## src/rtl/offs_pkg.sv

```systemverilog
package offs_pkg;
    typedef enum logic {
        ST_CLEAN   = 1'b0,
        ST_PENDING = 1'b1
    } upd_state_t;

    typedef enum logic [1:0] {
        SRC_HOLD   = 2'd0,
        SRC_NEXT   = 2'd1,
        SRC_SHADOW = 2'd2
    } act_src_t;
endpackage

```

## src/rtl/offs_update_ctrl.sv

```systemverilog
module offs_update_ctrl
    import offs_pkg::*;
(
    input  logic       clk,
    input  logic       rst_n,
    input  logic       wr_en,
    input  logic       sync_mode,
    input  logic       sync_pulse,
    output act_src_t   act_src,
    output upd_state_t state
);
    upd_state_t state_nxt;

    always_ff @(posedge clk or negedge rst_n) begin
        if (!rst_n) state <= ST_CLEAN;
        else        state <= state_nxt;
    end

    always_comb begin
        state_nxt = state;
        act_src   = SRC_HOLD;
        unique case (state)
            ST_CLEAN: begin
                if (!sync_mode) begin
                    act_src = SRC_NEXT;
                end else if (wr_en) begin
                    state_nxt = ST_PENDING;              // CLEAN_TO_PENDING
                end
            end
            ST_PENDING: begin
                if (!sync_mode) begin
                    act_src   = SRC_NEXT;
                    state_nxt = ST_CLEAN;                // PENDING_TO_CLEAN_RELEASE
                end else if (sync_pulse) begin
                    act_src   = SRC_SHADOW;
                    state_nxt = wr_en ? ST_PENDING       // PENDING_RESYNC
                                      : ST_CLEAN;        // PENDING_TO_CLEAN_SYNC
                end
            end
            default: state_nxt = ST_CLEAN;
        endcase
    end
endmodule

```

## src/rtl/offs_regs.sv

```systemverilog
module offs_regs
    import offs_pkg::*;
#(
    parameter int OFS_W   = 13,
    parameter int N_PATHS = 2
) (
    input  logic                    clk,
    input  logic                    rst_n,
    input  logic                    wr_en,
    input  logic                    wr_sel,
    input  logic signed [OFS_W-1:0] wr_data,
    input  act_src_t                act_src,
    output logic signed [OFS_W-1:0] shd [N_PATHS],
    output logic signed [OFS_W-1:0] act [N_PATHS]
);
    for (genvar p = 0; p < N_PATHS; p++) begin : g_path
        logic signed [OFS_W-1:0] shd_nxt;

        always_comb begin
            shd_nxt = shd[p];
            if (wr_en && (wr_sel == 1'(p))) shd_nxt = wr_data;
        end

        always_ff @(posedge clk or negedge rst_n) begin
            if (!rst_n) begin
                shd[p] <= '0;
                act[p] <= '0;
            end else begin
                shd[p] <= shd_nxt;
                unique case (act_src)
                    SRC_NEXT:   act[p] <= shd_nxt;
                    SRC_SHADOW: act[p] <= shd[p];
                    default:    act[p] <= act[p];
                endcase
            end
        end
    end
endmodule

```

## src/rtl/offs_path.sv

```systemverilog
module offs_path #(
    parameter int DATA_W = 12,
    parameter int OFS_W  = 13,
    parameter int FRAC_W = 4
) (
    input  logic                     clk,
    input  logic                     rst_n,
    input  logic signed [DATA_W-1:0] sample,
    input  logic signed [OFS_W-1:0]  ofs,
    output logic signed [DATA_W-1:0] result
);
    localparam int SCL_W = OFS_W - FRAC_W;
    localparam int SUM_W = ((DATA_W > SCL_W) ? DATA_W : SCL_W) + 1;
    localparam logic signed [SUM_W-1:0] MAX_S = SUM_W'((2 ** (DATA_W - 1)) - 1);
    localparam logic signed [SUM_W-1:0] MIN_S = -MAX_S - SUM_W'(1);

    logic signed [OFS_W-1:0]  ofs_shift;
    logic signed [SCL_W-1:0]  scaled;
    logic signed [SUM_W-1:0]  sum;
    logic signed [DATA_W-1:0] limited;

    always_comb begin
        ofs_shift = ofs >>> FRAC_W;
        scaled    = ofs_shift[SCL_W-1:0];
        sum       = SUM_W'(sample) + SUM_W'(scaled);
        if (sum > MAX_S)      limited = MAX_S[DATA_W-1:0];
        else if (sum < MIN_S) limited = MIN_S[DATA_W-1:0];
        else                  limited = sum[DATA_W-1:0];
    end

    always_ff @(posedge clk or negedge rst_n) begin
        if (!rst_n) result <= '0;
        else        result <= limited;
    end
endmodule

```

## src/rtl/dual_offset_adder.sv

```systemverilog
module dual_offset_adder
    import offs_pkg::*;
#(
    parameter int DATA_W = 12,
    parameter int OFS_W  = 13,
    parameter int FRAC_W = 4
) (
    input  logic                     clk,
    input  logic                     rst_n,
    input  logic                     wr_en,
    input  logic                     wr_sel,
    input  logic signed [OFS_W-1:0]  wr_data,
    input  logic                     sync_mode,
    input  logic                     sync_pulse,
    input  logic                     in_valid,
    input  logic signed [DATA_W-1:0] in_a,
    input  logic signed [DATA_W-1:0] in_b,
    output logic                     out_valid,
    output logic signed [DATA_W-1:0] out_a,
    output logic signed [DATA_W-1:0] out_b
);
    localparam int N_PATHS = 2;

    act_src_t                act_src;
    upd_state_t              upd_state;
    logic signed [OFS_W-1:0] shd [N_PATHS];
    logic signed [OFS_W-1:0] act [N_PATHS];
    logic signed [DATA_W-1:0] smp [N_PATHS];
    logic signed [DATA_W-1:0] res [N_PATHS];
    logic signed [OFS_W-1:0] shd_a, shd_b, act_a, act_b;

    assign smp[0] = in_a;
    assign smp[1] = in_b;
    assign out_a  = res[0];
    assign out_b  = res[1];
    assign shd_a  = shd[0];
    assign shd_b  = shd[1];
    assign act_a  = act[0];
    assign act_b  = act[1];

    offs_update_ctrl u_ctrl (
        .clk        (clk),
        .rst_n      (rst_n),
        .wr_en      (wr_en),
        .sync_mode  (sync_mode),
        .sync_pulse (sync_pulse),
        .act_src    (act_src),
        .state      (upd_state)
    );

    offs_regs #(.OFS_W(OFS_W), .N_PATHS(N_PATHS)) u_regs (
        .clk     (clk),
        .rst_n   (rst_n),
        .wr_en   (wr_en),
        .wr_sel  (wr_sel),
        .wr_data (wr_data),
        .act_src (act_src),
        .shd     (shd),
        .act     (act)
    );

    for (genvar p = 0; p < N_PATHS; p++) begin : g_dp
        offs_path #(.DATA_W(DATA_W), .OFS_W(OFS_W), .FRAC_W(FRAC_W)) u_path (
            .clk    (clk),
            .rst_n  (rst_n),
            .sample (smp[p]),
            .ofs    (act[p]),
            .result (res[p])
        );
    end

    always_ff @(posedge clk or negedge rst_n) begin
        if (!rst_n) out_valid <= 1'b0;
        else        out_valid <= in_valid;
    end
endmodule

```

## config.mk

```make
export PLATFORM = sky130hd
export DESIGN_NAME = dual_offset_adder
export DESIGN_NICKNAME = d
export VERILOG_FILES = /design/src/rtl/offs_pkg.sv /design/src/rtl/offs_update_ctrl.sv /design/src/rtl/offs_regs.sv /design/src/rtl/offs_path.sv /design/src/rtl/dual_offset_adder.sv
export SDC_FILE = /design/constraint.sdc
export NUM_CORES = 1
export LEC_CHECK = 0
export ABC_AREA = 0
export BUFFER_PORTS_ARGS = -buffer_cell sky130_fd_sc_hd__buf_2
export CAP_MARGIN = 20
export CELL_PAD_IN_SITES_DETAIL_PLACEMENT = 1
export CELL_PAD_IN_SITES_GLOBAL_PLACEMENT = 2
export CORE_AREA = 5 5 98 118
export DETAILED_ROUTE_END_ITERATION = 10
export DIE_AREA = 0 0 103 123
export GPL_TIMING_DRIVEN = 0
export PLACE_DENSITY_LB_ADDON = 0.1
export RECOVER_POWER = 100
export SLEW_MARGIN = 0
export SYNTH_ARGS = -nofsm -noshare
export SYNTH_HDL_FRONTEND = slang
export SYNTH_SLANG_ARGS = --single-unit
```

## constraint.sdc

```tcl
create_clock -name clk -period 3.35 [get_ports clk]
set_clock_uncertainty 0.05 [all_clocks]
set_input_delay 0.1675 -clock clk [delete_from_list [all_inputs] [get_ports clk]]
set_output_delay 0.1675 -clock clk [all_outputs]
set_load 0.01 [all_outputs]
```

==> results.py <==
metrics = {
    "final_layout": {
        "final_cell_mix": "dfrtp_1 (62), buf_2 (38), o21ai_0 (36), clkbuf_1 (36), nand2_1 (33)",
        "final_common_cell": "dfrtp_1",
        "syn_to_final_growth_pct": 22.1,
        "fin_util": 0.414,
        "fin_nets": 477,
        "n_antenna_cell": 0,
        "layout-drive-gt1-share": 0.170,
    },
    "detailed_routing": {
        "firstDrtPassIters": 4,
        "wire_per_inst_um": 15.8,
        "postRouteAntennaNets": 0,
        "wirelength_mm": 8.53,
        "num_vias": 2717,
        "post_drt_via_cell_ratio": 5.03,
        "first_iter_violations": 44,
        "drc": 0,
    },
    "power": {
        "p_leak_nw": 1.83,
        "p_per_area_nw_per_um2": 710,
        "vdd_drop_max_v": 0.000278,
    },
    "global_route": {
        "overflow": 0,
        "antenna_found_initial": 0,
        "grt_usage": 0.142,
        "grt_pass1_wl_mm": 13.6,
        "grt_max_degree": 63,
        "grt_pass1_vias": 2854,
    },
    "die": {
        "rows": 41,
        "ios": 69,
        "initial_core_util": 0.339,
        "die_y_um": 123,
        "die_w_um": 103,
        "coreArea_um2": 10400,
        "die_area_um2": 12700,
    },
    "clocking": {
        "clk_pin_slew_ns": 0.06,
        "clock-sinks": 62,
        "cts_inserted_buffers": 9,
        "cts_tree": "built",
        "clockRootBuffer": "clkbuf_16",
        "htree_levels": 3,
        "post_cts_buffers": 0,
        "cts_resized": 0,
        "cts_hold_buf": 2,
        "cts_buffer_depth": 2,
        "clkLatencyLatePin_ns": 0.33,
    },
    "yosys": {
        "yosysSeqAreaShare": 0.442,
        "synth_area_um2": 3510,
        "syn_avg_cell_area_um2": 10.7,
        "yosysUniqueCellTypes": 46,
        "synth_cells": 329,
        "synth_nets": 400,
        "synth-seq-cells": 62,
        "yosys_warnings": 0,
    },
    "setup_path": {
        "cp_data_arrival_time_ns": 3.21,
        "crit_path_start_kind": "flop",
        "end_kind": "flop",
        "crit_type": "flop to flop",
        "critPathMaxFanout": 10,
        "critical_path_required_ns": 3.56,
    },
    "sta": {
        "hold_viol": 0,
        "relSlewSlack": -0.0649,
        "setup_tns_ns": 0,
        "setup_viol": 0,
        "period_minus_slack_ns": 3.00,
        "min_period_over_period": 0.895,
        "slew_violations": 63,
        "fmax_ghz": 0.334,
        "rsz0062_at_grt": "false",
        "worst_pin_slew_ns": 1.60,
    },
    "placement": {
        "port_buffers": 64,
        "gp_congestion": 0.801,
        "place_hpwl_mm": 6.53,
    },
    "status": {
        "status": "complete, but fails checks",
        "violations": "max-capacitance violations, max-slew violations",
    },
    "job": {
        "cap_violations": 1,
    },
    "min_path": {
        "hold_path_class": "input pin to flop",
    },
}
==> area by class of cell <==
type | count | area [um^2]
Buffer | 10 | 38.8
Clock buffer | 12 | 256
Clock inverter | 4 | 55.1
Fill cell | 1188 | 6070
Inverter | 18 | 67.6
Multi-Input combinational cell | 239 | 1850
Sequential cell | 62 | 1550
Tap cell | 129 | 161
Timing Repair Buffer | 66 | 308
==> worst max-delay path: stages (launching register included) <==
cell,delay (ns)
dfrtp_1,0.36
ha_1,0.17
inv_1,0.06
fa_1,0.41
nor2b_1,0.20
o31a_1,0.20
o2111ai_1,0.22
a21oi_1,0.21
a2bb2oi_1,0.41
clkbuf_1,0.39
maj3_1,0.24
==> kinds of logic after synthesis <==
| group | share of synthesized area |
|---|---|
| buffers and inverters | 0.0310 |
| DFF | 0.442 |
| and+or+nand+nor | 0.0880 |
| xor gates and xnor gates | 0.0374 |
| adders and majority gates | 0.138 |
| muxes | 0.109 |
| AOI/OAI and AO/OA | 0.154 |
==> stage by stage <==
stage               setup WS [ns]  total power (W)  hold WS (ns)  cell area [um^2]  cells
global placement            0.575          0.00213         0.226              3990    522
floorplan                    1.02          0.00179        -0.178              3510    329
detailed placement          0.506          0.00216         0.231              4000    522
finish                      0.352          0.00305        0.0353              4290    540
global route                0.147          0.00326        0.0365              4290    540
CTS                         0.483          0.00315        0.0232              4330    540
==> registers in the layout, indices dropped and copies added (netlist names) <==
register,count
g_dp.u_path.result,24
u_regs.act,18
u_regs.shd,18
out_valid,1
u_ctrl.state,1
==> cells in the mapped netlist, drive strengths merged <==
master,n,area share
dfrtp,62,0.44
o21ai,37,0.053
nand2,33,0.035
ha,25,0.089
a21oi,19,0.028
inv,18,0.019
mux2,18,0.058
mux2i,18,0.051
maj3,13,0.038
nor2,11,0.012
xnor2,11,0.027
clkbuf,6,0.0064
nor2b,5,0.0089
o21a,5,0.011
a2111oi,4,0.019
buf,4,0.0053
nand2b,4,0.0071
nand3,4,0.0057
xor2,4,0.010
o211ai,3,0.0078
or3,3,0.0068
a2111o,2,0.0064
a31o,2,0.0050
fa,2,0.011
nor3,2,0.0029
o31ai,2,0.0043
a211oi,1,0.0021
a21o,1,0.0021
a22oi,1,0.0036
a2bb2oi,1,0.0025
a311oi,1,0.0025
and2,1,0.0025
and3,1,0.0018
and4,1,0.0032
nand3b,1,0.0021
o2111ai,1,0.0025
o311ai,1,0.0025
o31a,1,0.0025
==> per-layer routing <==
metal / up-vias / global-route usage / wire, um
met2: 48 / 0.252 / 4410
met5: - / 0 / 0
li1: 1336 / - / -
met1: 1320 / 0.161 / 3600
met3: 13 / 0.0282 / 363
met4: 0 / 0.0632 / 160
==> final timing paths <==
check                               start                   endpoint  slack [ns]  cells after the start
max                        u_regs.act[17]   g_dp[0].u_path.result[6]        0.35                     10
min                             sync_mode               u_ctrl.state        0.04                      2
max reg2reg                u_regs.act[17]   g_dp[0].u_path.result[6]        0.35                     10
min reg2reg                 u_regs.act[4]              u_regs.act[4]        0.44                      2
max in group asynchronous           rst_n  g_dp[1].u_path.result[11]        1.55                      2
min in group asynchronous           rst_n   g_dp[1].u_path.result[1]        0.73                      2
==> power by group <==
part | total (W) | switching (W) | internal (W) | leakage [nW]
Clock | 0.000967 | 0.000348 | 0.000619 | 0.149
Combinational | 0.00103 | 0.000595 | 0.000438 | 0.958
Sequential | 0.00105 | 0.0000836 | 0.000963 | 0.724
No activity file was read; power rests on OpenSTA's default activity.
